`src/rtl/mtr_pkg.sv`:
```
package mtr_pkg;

  typedef logic [7:0] mem_type_t;

  localparam mem_type_t MT_UC      = 8'd0;
  localparam mem_type_t MT_WC      = 8'd1;
  localparam mem_type_t MT_WT      = 8'd4;
  localparam mem_type_t MT_WP      = 8'd5;
  localparam mem_type_t MT_WB      = 8'd6;
  localparam mem_type_t MT_OFF     = 8'hFF;
  localparam mem_type_t MT_PARTIAL = 8'hFE;

  localparam int FIX_ENTRIES = 88;
  localparam int FIX_IDX_W   = 7;

  typedef enum logic [1:0] {S_IDLE, S_PRE, S_SCAN} scan_state_t;

  typedef struct packed {
    logic      stop;
    mem_type_t typ;
  } merge_t;

  // Table slot for an address below 1 MiB: 64K, 16K and 4K granule bands
  function automatic logic [FIX_IDX_W-1:0] fixed_slot(input logic [19:0] a);
    logic [19:0] off;
    if (a < 20'h80000) begin
      off = a >> 16;
      return FIX_IDX_W'(off);
    end else if (a < 20'hC0000) begin
      off = (a - 20'h80000) >> 14;
      return FIX_IDX_W'(8) + FIX_IDX_W'(off);
    end else begin
      off = (a - 20'hC0000) >> 12;
      return FIX_IDX_W'(24) + FIX_IDX_W'(off);
    end
  endfunction

  // Precedence merge of an accumulated type with a new hit
  function automatic merge_t merge_types(input mem_type_t acc, input mem_type_t cur);
    merge_t m;
    if (acc == MT_UC || cur == MT_UC) begin
      m.stop = 1'b1; m.typ = MT_UC;
    end else if ((acc == MT_WB && cur == MT_WT) || (acc == MT_WT && cur == MT_WB)) begin
      m.stop = 1'b0; m.typ = MT_WT;
    end else if (acc != cur) begin
      m.stop = 1'b1; m.typ = MT_UC;
    end else begin
      m.stop = 1'b0; m.typ = acc;
    end
    return m;
  endfunction

endpackage

```
`src/rtl/mtr_fixed_table.sv`:
```
module mtr_fixed_table
  import mtr_pkg::*;
#(
  parameter int ENTRIES = FIX_ENTRIES,
  parameter int IDX_W   = FIX_IDX_W
) (
  input  logic             clk,
  input  logic             rst_n,
  input  logic             we,
  input  logic [IDX_W-1:0] widx,
  input  mem_type_t        wdata,
  input  logic [IDX_W-1:0] ridx,
  output mem_type_t        rdata
);

  mem_type_t slot_q [ENTRIES];

  for (genvar g = 0; g < ENTRIES; g++) begin : g_slot
    always_ff @(posedge clk or negedge rst_n) begin
      if (!rst_n)
        slot_q[g] <= MT_UC;
      else if (we && widx == IDX_W'(g))
        slot_q[g] <= wdata;
    end
  end

  always_comb begin
    rdata = MT_UC;
    if (32'(ridx) < ENTRIES)
      rdata = slot_q[ridx];
  end

endmodule

```
`src/rtl/mtr_var_bank.sv`:
```
module mtr_var_bank
  import mtr_pkg::*;
#(
  parameter int NUM_VAR = 8,
  parameter int ADDR_W  = 40,
  parameter int IDX_W   = $clog2(NUM_VAR)
) (
  input  logic              clk,
  input  logic              rst_n,
  input  logic              we,
  input  logic [IDX_W-1:0]  widx,
  input  logic [ADDR_W-1:0] wbase,
  input  logic [ADDR_W-1:0] wmask,
  input  logic [IDX_W-1:0]  sel,
  input  logic [ADDR_W-1:0] a_first,
  input  logic [ADDR_W-1:0] a_last,
  output logic              sel_on,
  output logic              first_hit,
  output logic              last_hit,
  output mem_type_t         sel_type
);

  localparam int ON_BIT = 11;

  logic [ADDR_W-1:0] base_q [NUM_VAR];
  logic [ADDR_W-1:0] mask_q [NUM_VAR];

  function automatic logic in_range(input logic [ADDR_W-1:0] addr,
                                    input logic [ADDR_W-1:0] base,
                                    input logic [ADDR_W-1:0] mask);
    logic [ADDR_W-1:0] m;
    m = mask;
    m[11:0] = '0;
    return ((addr ^ base) & m) == '0;
  endfunction

  for (genvar g = 0; g < NUM_VAR; g++) begin : g_rng
    always_ff @(posedge clk or negedge rst_n) begin
      if (!rst_n) begin
        base_q[g] <= '0;
        mask_q[g] <= '0;
      end else if (we && widx == IDX_W'(g)) begin
        base_q[g] <= wbase;
        mask_q[g] <= wmask;
      end
    end
  end

  logic [ADDR_W-1:0] cur_base, cur_mask;

  always_comb begin
    cur_base = '0;
    cur_mask = '0;
    if (32'(sel) < NUM_VAR) begin
      cur_base = base_q[sel];
      cur_mask = mask_q[sel];
    end
  end

  assign sel_on    = cur_mask[ON_BIT];
  assign sel_type  = cur_base[7:0];
  assign first_hit = in_range(a_first, cur_base, cur_mask);
  assign last_hit  = in_range(a_last,  cur_base, cur_mask);

endmodule

```
`src/rtl/mtr_scan_step.sv`:
```
module mtr_scan_step
  import mtr_pkg::*;
(
  input  logic      sel_on,
  input  logic      first_hit,
  input  logic      last_hit,
  input  mem_type_t sel_type,
  input  logic      have,
  input  mem_type_t acc,
  output logic      err,
  output logic      stop,
  output mem_type_t stop_type,
  output logic      nxt_have,
  output mem_type_t nxt_acc
);

  logic   hit;
  merge_t mg;

  assign err       = sel_on && (first_hit != last_hit);
  assign hit       = sel_on && first_hit && last_hit;
  assign mg        = merge_types(acc, sel_type);
  assign stop      = hit && have && mg.stop;
  assign stop_type = mg.typ;
  assign nxt_have  = have | hit;
  assign nxt_acc   = !hit ? acc : (!have ? sel_type : mg.typ);

endmodule

```
`src/rtl/mem_type_resolver.sv`:
```
module mem_type_resolver
  import mtr_pkg::*;
#(
  parameter int NUM_VAR = 8,
  parameter int ADDR_W  = 40,
  localparam int IDX_W  = $clog2(NUM_VAR)
) (
  input  logic              clk,
  input  logic              rst_n,
  input  logic              fix_we,
  input  logic [6:0]        fix_idx,
  input  logic [7:0]        fix_type,
  input  logic              var_we,
  input  logic [IDX_W-1:0]  var_idx,
  input  logic [ADDR_W-1:0] var_base,
  input  logic [ADDR_W-1:0] var_mask,
  input  logic              ctl_we,
  input  logic [7:0]        ctl_def_type,
  input  logic [1:0]        ctl_enable,
  input  logic              ctl_has_fixed,
  input  logic [ADDR_W-1:0] ctl_upper_limit,
  input  logic              req_valid,
  output logic              req_ready,
  input  logic [ADDR_W-1:0] req_start,
  input  logic [ADDR_W-1:0] req_end,
  output logic              done,
  output logic [7:0]        result
);

  localparam logic [IDX_W-1:0] LAST_IDX = IDX_W'(NUM_VAR - 1);

  scan_state_t       state_q;
  logic [ADDR_W-1:0] first_q, last_q, lim_q;
  logic [IDX_W-1:0]  idx_q;
  logic              have_q, done_q, cfg_q, hasfix_q;
  logic [1:0]        en_q;
  mem_type_t         acc_q, res_q, def_q;

  // Named events for the checker
  logic accept_w, pre_off_w, scan_err_w, override_w;
  logic cfg_off, fixed_sel, var_off, up_cond, at_last;

  // Configuration registers
  always_ff @(posedge clk or negedge rst_n) begin
    if (!rst_n) begin
      cfg_q    <= 1'b0;
      def_q    <= MT_UC;
      en_q     <= '0;
      hasfix_q <= 1'b0;
      lim_q    <= '0;
    end else if (ctl_we) begin
      cfg_q    <= 1'b1;
      def_q    <= ctl_def_type;
      en_q     <= ctl_enable;
      hasfix_q <= ctl_has_fixed;
      lim_q    <= ctl_upper_limit;
    end
  end

  mem_type_t fix_rd;

  mtr_fixed_table #(.ENTRIES(FIX_ENTRIES), .IDX_W(FIX_IDX_W)) u_fix (
    .clk   (clk),
    .rst_n (rst_n),
    .we    (fix_we),
    .widx  (fix_idx),
    .wdata (fix_type),
    .ridx  (fixed_slot(first_q[19:0])),
    .rdata (fix_rd)
  );

  logic      sel_on, first_hit, last_hit;
  mem_type_t sel_type;

  mtr_var_bank #(.NUM_VAR(NUM_VAR), .ADDR_W(ADDR_W), .IDX_W(IDX_W)) u_bank (
    .clk       (clk),
    .rst_n     (rst_n),
    .we        (var_we),
    .widx      (var_idx),
    .wbase     (var_base),
    .wmask     (var_mask),
    .sel       (idx_q),
    .a_first   (first_q),
    .a_last    (last_q),
    .sel_on    (sel_on),
    .first_hit (first_hit),
    .last_hit  (last_hit),
    .sel_type  (sel_type)
  );

  logic      st_err, st_stop, nxt_have;
  mem_type_t st_type, nxt_acc;

  mtr_scan_step u_step (
    .sel_on    (sel_on),
    .first_hit (first_hit),
    .last_hit  (last_hit),
    .sel_type  (sel_type),
    .have      (have_q),
    .acc       (acc_q),
    .err       (st_err),
    .stop      (st_stop),
    .stop_type (st_type),
    .nxt_have  (nxt_have),
    .nxt_acc   (nxt_acc)
  );

  assign accept_w   = req_valid && (state_q == S_IDLE);
  assign cfg_off    = !cfg_q || (en_q == 2'b00);
  assign fixed_sel  = hasfix_q && !(|first_q[ADDR_W-1:20]);
  assign var_off    = !en_q[1];
  assign up_cond    = (lim_q != '0) && (|first_q[ADDR_W-1:32]) && (last_q < lim_q);
  assign at_last    = (idx_q == LAST_IDX);
  assign pre_off_w  = (state_q == S_PRE) && cfg_off;
  assign scan_err_w = (state_q == S_SCAN) && st_err;
  assign override_w = (state_q == S_SCAN) && !st_err && !st_stop && at_last && up_cond;

  always_ff @(posedge clk or negedge rst_n) begin
    if (!rst_n) begin
      state_q <= S_IDLE;
      first_q <= '0;
      last_q  <= '0;
      idx_q   <= '0;
      have_q  <= 1'b0;
      acc_q   <= MT_UC;
      done_q  <= 1'b0;
      res_q   <= MT_UC;
    end else begin
      done_q <= 1'b0;
      unique case (state_q)
        S_IDLE: begin
          if (accept_w) begin
            first_q <= req_start;
            last_q  <= req_end - ADDR_W'(1);
            state_q <= S_PRE;
          end
        end
        S_PRE: begin
          idx_q  <= '0;
          have_q <= 1'b0;
          acc_q  <= MT_UC;
          if (cfg_off || fixed_sel || var_off) begin
            done_q  <= 1'b1;
            state_q <= S_IDLE;
            res_q   <= cfg_off ? MT_OFF : (fixed_sel ? fix_rd : def_q);
          end else begin
            state_q <= S_SCAN;
          end
        end
        S_SCAN: begin
          if (st_err) begin
            done_q  <= 1'b1;
            res_q   <= MT_PARTIAL;
            state_q <= S_IDLE;
          end else if (st_stop) begin
            done_q  <= 1'b1;
            res_q   <= st_type;
            state_q <= S_IDLE;
          end else if (at_last) begin
            done_q  <= 1'b1;
            state_q <= S_IDLE;
            res_q   <= up_cond ? MT_WB : (nxt_have ? nxt_acc : def_q);
          end else begin
            idx_q  <= idx_q + IDX_W'(1);
            have_q <= nxt_have;
            acc_q  <= nxt_acc;
          end
        end
        default: state_q <= S_IDLE;
      endcase
    end
  end

  assign req_ready = (state_q == S_IDLE);
  assign done      = done_q;
  assign result    = res_q;

endmodule

```
`config.mk`:
```
export PLATFORM = sky130hd
export DESIGN_NAME = mem_type_resolver
export DESIGN_NICKNAME = d
export VERILOG_FILES = /design/src/rtl/mtr_pkg.sv /design/src/rtl/mtr_fixed_table.sv /design/src/rtl/mtr_var_bank.sv /design/src/rtl/mtr_scan_step.sv /design/src/rtl/mem_type_resolver.sv
export SDC_FILE = /design/constraint.sdc
export NUM_CORES = 2
export LEC_CHECK = 0
export ABC_AREA = 1
export BUFFER_PORTS_ARGS = -buffer_cell sky130_fd_sc_hd__buf_2
export CAP_MARGIN = 20
export CORE_UTILIZATION = 30
export DETAILED_ROUTE_END_ITERATION = 12
export GPL_TIMING_DRIVEN = 0
export SLEW_MARGIN = 15
export SYNTH_ARGS = -nofsm -noshare
export SYNTH_HDL_FRONTEND = slang
export SYNTH_SLANG_ARGS = --single-unit
```
`constraint.sdc`:
```
create_clock -name clk -period 2.9 [get_ports clk]
set_input_delay 0.58 -clock clk [delete_from_list [all_inputs] [get_ports clk]]
set_output_delay 0.58 -clock clk [all_outputs]
set_load 0.05 [all_outputs]
```
# Yosys cells after proc, flatten, opt, wreduce, memory -nomap -nowiden
# Index checks and enable logic that the tools add are counted.
dict set report totals {
  ff_bits 1499
  inputBits 235
  out_inout_bits 10
}
dict set report classes {
  addsub 6
  magnitude_cmp 6
  eq_ne 109
  mux 49
  bitwise_logic 7
  reduce_logical 131
}
# cell n
set op_table {}
lappend op_table {{$bmux W40 S3} 2}
lappend op_table {{$eq A7 B6 Y1 const B} 32}
lappend op_table {{$eq A7 B7 Y1 const B} 24}
lappend op_table {{$mux W40} 4}
lappend op_table {{$mux W8} 16}
lappend op_table {{$eq A7 B5 Y1 const B} 16}
lappend op_table {{$logic_and A1 B1 Y1} 107}
lappend op_table {{$and A40 B40 Y40} 2}
lappend op_table {{$logic_not A40 Y1} 2}
lappend op_table {{$xor A40 B40 Y40} 2}
lappend op_table {{$bmux W8 S7} 1}
lappend op_table {{$eq A7 B4 Y1 const B} 8}
lappend op_table {{$lt A20 B20 Y1 const B} 2}
lappend op_table {{$lt A40 B40 Y1} 1}
lappend op_table {{$reduce_bool A40 Y1} 1}
lappend op_table {{$sub A40 B1 Y40 const B} 1}
lappend op_table {{$eq A8 B3 Y1 const B} 4}
lappend op_table {{$pmux W8 S2} 2}
lappend op_table {{$eq A7 B3 Y1 const B} 4}
lappend op_table {{$mux W9} 3}
lappend op_table {{$reduce_or A20 Y1} 1}
lappend op_table {{$sub A20 B20 Y20 const B} 1}
lappend op_table {{$sub A19 B19 Y19 const B} 1}
lappend op_table {{$logic_not A8 Y1} 2}
lappend op_table {{other kinds (38)} 69}

# Longest topological paths before layout
dict set report depth {
  word_depth 17
  depth_mapped 25
  mapped_depth_nobuf 23
}

# Modules after synthesis
# Synthesis repeated with hierarchy kept, for this count alone.
dict set report unflattened {
  hier_cells 8553
  area_unflattened_um2 66080.9
}
# module instances cells_each area_per_inst_um2 seq_area_each_um2
set by_module_without_submodules {}
lappend by_module_without_submodules {mtr_fixed_table 1 4042 32095.8 17616.9}
lappend by_module_without_submodules {mtr_var_bank 1 3297 24886.4 13012.5}
lappend by_module_without_submodules {mem_type_resolver 1 1084 8538.2 3878.7}
lappend by_module_without_submodules {mtr_scan_step 1 130 560.5 0.0}

# Least setup slack after synthesis
# OpenSTA, ideal clock, no wires.
dict set report synth_path {
  path_kind {input port to flip-flop}
  startpoint {in req_end[1]}
  endpoint {reg last_q[29]}
  setup_time_ns 0.129
  t_arrival_ns 2.492
  required_time_ns 2.771
  setup_slack_ns 0.279
  stages 14
  n_path_buf 0
  cell_sequence {nor2_1 -> nand2_1 -> nor3_1 -> inv_1 -> or2_1 -> nor2_1 -> nand3_1 -> nor2_1 -> nand4_1 -> or2_2 -> nor3_1 -> nand2_1 -> xor2_1 -> o21ai_1}
}
dict set report synth_via {
  elab_chain_len 1
}
# element line_no
set synth_lines {}
lappend synth_lines {{from (decl)} mem_type_resolver.sv:25} ;# input logic [ADDR_W-1:0] req_end,
lappend synth_lines {{$sub A40 B1 Y40} mem_type_resolver.sv:134} ;# last_q <= req_end - ADDR_W'(1);
lappend synth_lines {{to (signal assigned)} mem_type_resolver.sv:134}
lappend synth_lines {{to (decl)} mem_type_resolver.sv:33} ;# logic [ADDR_W-1:0] first_q, last_q, lim_q;
# No other way between the ends.
# A chain may end at the register's enable or synchronous reset.

# Worst setup path after layout
dict set report layout_path {
  startpoint {reg first_q[18]}
  endpoint {reg res_q[2], in the netlist result[2]}
}
dict set report layout_via {
  elab_chain_len 13
  elab_cells_between_ends 36
}
# element line_no
set layout_lines {}
lappend layout_lines {{from (decl)} mem_type_resolver.sv:33}
lappend layout_lines {{from (signal assigned)} mem_type_resolver.sv:133} ;# first_q <= req_start;
lappend layout_lines {{$sub A19 B19 Y19 / $sub A20 B20 Y20 (equally long branches)} {mtr_pkg.sv:33, mtr_pkg.sv:30}}
lappend layout_lines {{$add A5 B7 Y7 / $add A4 B6 Y7 (equally long branches)} {mtr_pkg.sv:34, mtr_pkg.sv:31}}
lappend layout_lines {{$mux W7} mtr_pkg.sv:29} ;# end else if (a < 20'hC0000) begin
lappend layout_lines {{$mux W7} mtr_pkg.sv:26} ;# if (a < 20'h80000) begin
lappend layout_lines {{$not A7 Y8 (implied by the code)} mtr_fixed_table.sv:30} ;# rdata = slot_q[ridx];
lappend layout_lines {{$bmux W8 S7} mtr_fixed_table.sv:30}
lappend layout_lines {{$mux W8 (implied by the code) (2 in a row)} mtr_fixed_table.sv:30}
lappend layout_lines {{$mux W8} mtr_fixed_table.sv:29} ;# if (32'(ridx) < ENTRIES)
lappend layout_lines {{$mux W8 (2 in a row)} mem_type_resolver.sv:145} ;# res_q <= cfg_off ? MT_OFF : (fixed_sel ? fix_rd : def_q);
lappend layout_lines {{$mux W8} mem_type_resolver.sv:142} ;# if (cfg_off || fixed_sel || var_off) begin
lappend layout_lines {{$pmux W8 S2} mem_type_resolver.sv:130} ;# unique case (state_q)
lappend layout_lines {{to (signal assigned)} mem_type_resolver.sv:145}
lappend layout_lines {{to (signal assigned)} mem_type_resolver.sv:157} ;# res_q <= st_type;
lappend layout_lines {{to (signal assigned)} mem_type_resolver.sv:162} ;# res_q <= up_cond ? MT_WB : (nxt_have ? nxt_acc : def_q);
lappend layout_lines {{to (decl)} mem_type_resolver.sv:37} ;# mem_type_t acc_q, res_q, def_q;
# Parallel ways exist; a longest one is shown, timed or not. The select of a mux whose other input is x is not followed.

==> summary.txt <==
H-tree depth: 4
Vias in the first global route: 62663
Yosys Warn Count: 0
Worst setup EP type: flop
EDFF count, synth: 0
Sequential share of the synthesized area: 52.5%
Share of cells above drive strength 1: 12.3%
Cell Chain, Critical Path: buf_6 > inv_1 > nand2_2 > nand3_4 > o21ai_4 > buf_12 > inv_2 > clkbuf_8 > clkbuf_16 > nor2_1 > nor2_1 > o21ai_4 > o211ai_1 > nand3_1 > nand2_1 > nand3_1 > nand4_1 > a21oi_1 > nor2_1 > nand2_1 > nand2_1
TritonCTS clock tree: yes
Syn Nets: 8655
Hpwl dp: 242 mm
Routed len/inst: 28.4 µm
Vert. Die Dim: 468 µm
Cell family with most CP delay: simple AND/OR/NAND/NOR gates
Iteration-0 DRC Markers: 10200
Final slew viol count: 0
Fin nets: 9220
Setup violators final: 23
Minimum clock period: 3.32 ns
Ys flop type: dfrtp_1
Synthesized instance count: 8373
Drt total wl: 340 mm
Max Cap Violations: 0
Slowest CP cell: dfrtp_1
Largest net degree at the start of global routing: 142
Width of the die: 468 µm
DRC viols: 0
Final ANT Viol Nets: 0
Top area cells in the synthesized netlist: dfrtp_1 (52%), nand2_1 (15%), o21ai_0 (12%), nand3_1 (5.7%), nor2_1 (3.2%)
Status: finished with violations
Die Area: 219000 µm²
Crit Path Class: flop to flop
I/O Buffers: 215
CP Buf/Inv Count: 6
Initial Util: 30.3%
Distinct cells, synth: 45
Cell Pwr Density: 1140 nW/µm²
Synth top area share: 52.5%
RR Startpoint: first_q[18]$_DFFE_PN0P_
# rows: 170
Failing checks: setup timing
Worst path required time: 3.67 ns
Clk sinks: 1367
Hold_sp: var_mask[21]
Drt pass-1 iters: 8
Synth Register Bits: 1367
CP peak stage delay: 0.39 ns
Area leader, netlist: dfrtp_1
Clk buf depth: 3
Clk Latency, worst-skew pair: 0.89 ns
Asr flop ratio synth: 100%
Grt ovf: 0
Final WS setup: -0.422 ns
Crit Path Max Fanout: 10
Syn Area/Cell: 7.78 µm²
Final hold violations: 0
Core area: 215000 µm²
Via count: 67407
Slew @ Worst Pin: 1.30 ns
Crit start category: flop
Worst clock skew: 0.0549 ns
Max frequency: 0.301 GHz
Global-route wire length before repair: 470 mm
Ports: 245
Setup crit start: first_q[18]$_DFFE_PN0P_
Final Util: 37.5%
Initial antenna violation count: 34
Clock Pin Slew Worst Setup and Hold Paths: 0.06 ns
WHS: 0.00495 ns
Via density: 5.65
Root Buffer Master: clkbuf_16
Peak VDD IR: 1.13 mV
RSZ-0062 raised after global routing: yes
Area growth syn-to-layout: 23.7%
Worst EP arrival: 4.09 ns
Hold Crit Class: input port to flop
Max_slew headroom: 13.1%
P_leak: 0.0372 µW
Num CTS Buffers: 159
Final Cycle Share: 115%
GRT Util Overall: 30.4%
Synth Cell Area: 65200 µm²
Gpl congestion: 1.08
==> Yosys cell counts, types with 29 or more instances <==
cell type and n:
nor2_1 562, o211ai_1 110, o21ai_0 1506, clkbuf_1 446
buf_2 51, a21oi_1 76, nor4_1 31, dfrtp_1 1367
nand3_1 748, buf_1 29, inv_1 476, ha_1 47
nand2_1 2673, o21ai_1 54
==> cell type report <==
type                            count  area (µm²)
Antenna cell                       30        75.1
Sequential cell                  1367       34200
Buffer                            556        4020
Clock inverter                     74         938
Fill cell                       22254      135000
Multi-Input combinational cell   5968       28200
Clock buffer                      221        4560
Timing Repair Buffer              405        3230
Tap cell                         2838        3550
Inverter                          481        1820
==> metal layers <==
metal	vias to the layer above	global-route usage [%]	routed length, µm	share of wire [%]
met5	-	0.483	400	0.12
met4	20	19.8	26600	7.8
met3	1222	11.5	45800	13
met2	4880	41.5	134000	40
met1	32791	39.6	133000	39
li1	28494	-	-	-
==> path summary, 6_finish.rpt <==
| kind | end | slack [ns] | cells past startpoint |
|---|---|---|---|
| min reg2reg | u_bank.base_q[109]$_DFFE_PN0P_ | 0.48 | 2 |
| max in group asynchronous | u_bank.base_q[306]$_DFFE_PN0P_ | 0.47 | 6 |
| min in group asynchronous | u_fix.slot_q[63]$_DFFE_PN0P_ | 0.36 | 3 |
| max reg2reg | result[2]$_DFFE_PN0P_ | -0.42 | 21 |
| min | u_bank.mask_q[21]$_DFFE_PN0P_ | 0.005 | 3 |
| max | result[2]$_DFFE_PN0P_ | -0.42 | 21 |
==> registers in the layout, indices dropped and copies added (netlist names) <==
register       flops
en_q               2
cfg_q              1
u_bank.base_q    288
hasfix_q           1
state_q            2
acc_q              8
idx_q              3
lim_q             40
u_bank.mask_q    232
u_fix.slot_q     704
def_q              8
last_q            40
have_q             1
result             8
done               1
first_q           28
==> through the flow <==
step	setup TNS (ns)	worst slack (ns)	cells	area, µm²	power [µW]
3_3_place_gp	-	-29.86	11426	69800	60300
5_1_grt	-9.23	-0.478	11917	80600	93200
3_5_place_dp	-170.22	-1.94	11480	70700	61200
4_1_cts	-4.49	-0.247	11904	80200	88100
6_report	-7.49	-0.422	11940	80600	92000
2_1_floorplan	0	0.279	8373	65200	41300
==> worst reg2reg max path, stage by stage, from the launching register on <==
cell and delay [ns]:
dfrtp_1 0.39, buf_6 0.14, inv_1 0.14, nand2_2 0.09
nand3_4 0.13, o21ai_4 0.08, buf_12 0.16, inv_2 0.12
clkbuf_8 0.21, clkbuf_16 0.25, nor2_1 0.07, nor2_1 0.19
o21ai_4 0.16, o211ai_1 0.12, nand3_1 0.22, nand2_1 0.12
nand3_1 0.15, nand4_1 0.21, a21oi_1 0.09, nor2_1 0.09
nand2_1 0.06, nand2_1 0.05
==> layout by cell type (no fill, tap or decap), types with 60 or more instances in the layout <==
| cell | instances |
|---|---|
| a21oi_1 | 60 |
| buf_2 | 226 |
| buf_4 | 67 |
| clkbuf_1 | 326 |
| clkbuf_16 | 178 |
| clkbuf_8 | 75 |
| dfrtp_1 | 1362 |
| dlygate4sd3_1 | 97 |
| inv_1 | 474 |
| nand2_1 | 2606 |
| nand3_1 | 658 |
| nand3_2 | 78 |
| nor2_1 | 525 |
| o211ai_1 | 110 |
| o21ai_0 | 1490 |
==> kinds of logic (layout without fill, tap and decap cells) <==
family | after synthesis | in the layout | synth area share [%]
simple gates | 4100 | 4100 | 25.5
mux | 4 | 4 | 0.0653
flops | 1367 | 1367 | 52.5
compound gates | 1784 | 1785 | 14.3
other cells | 0 | 30 | 0
buf+inv | 1039 | 1737 | 6.36
fa+ha+maj | 47 | 47 | 0.902
xor+xnor | 32 | 32 | 0.430
==> where the power goes <==
group,switching [µW],internal [µW]
clock network,9190,12300
registers,2260,21900
logic,33400,12900
==> timing repair <==
action | CTS | global route
setup endpoints to repair | 33 | 127
pin swaps | 41 | 21
resized for setup | 791 | 93
hold endpoints to repair | 165 | 0
gates cloned | 4 | 3
buffers inserted | 29 | 1
hold buffers | 98 | 0
Power figures use the tool's default switching activity.
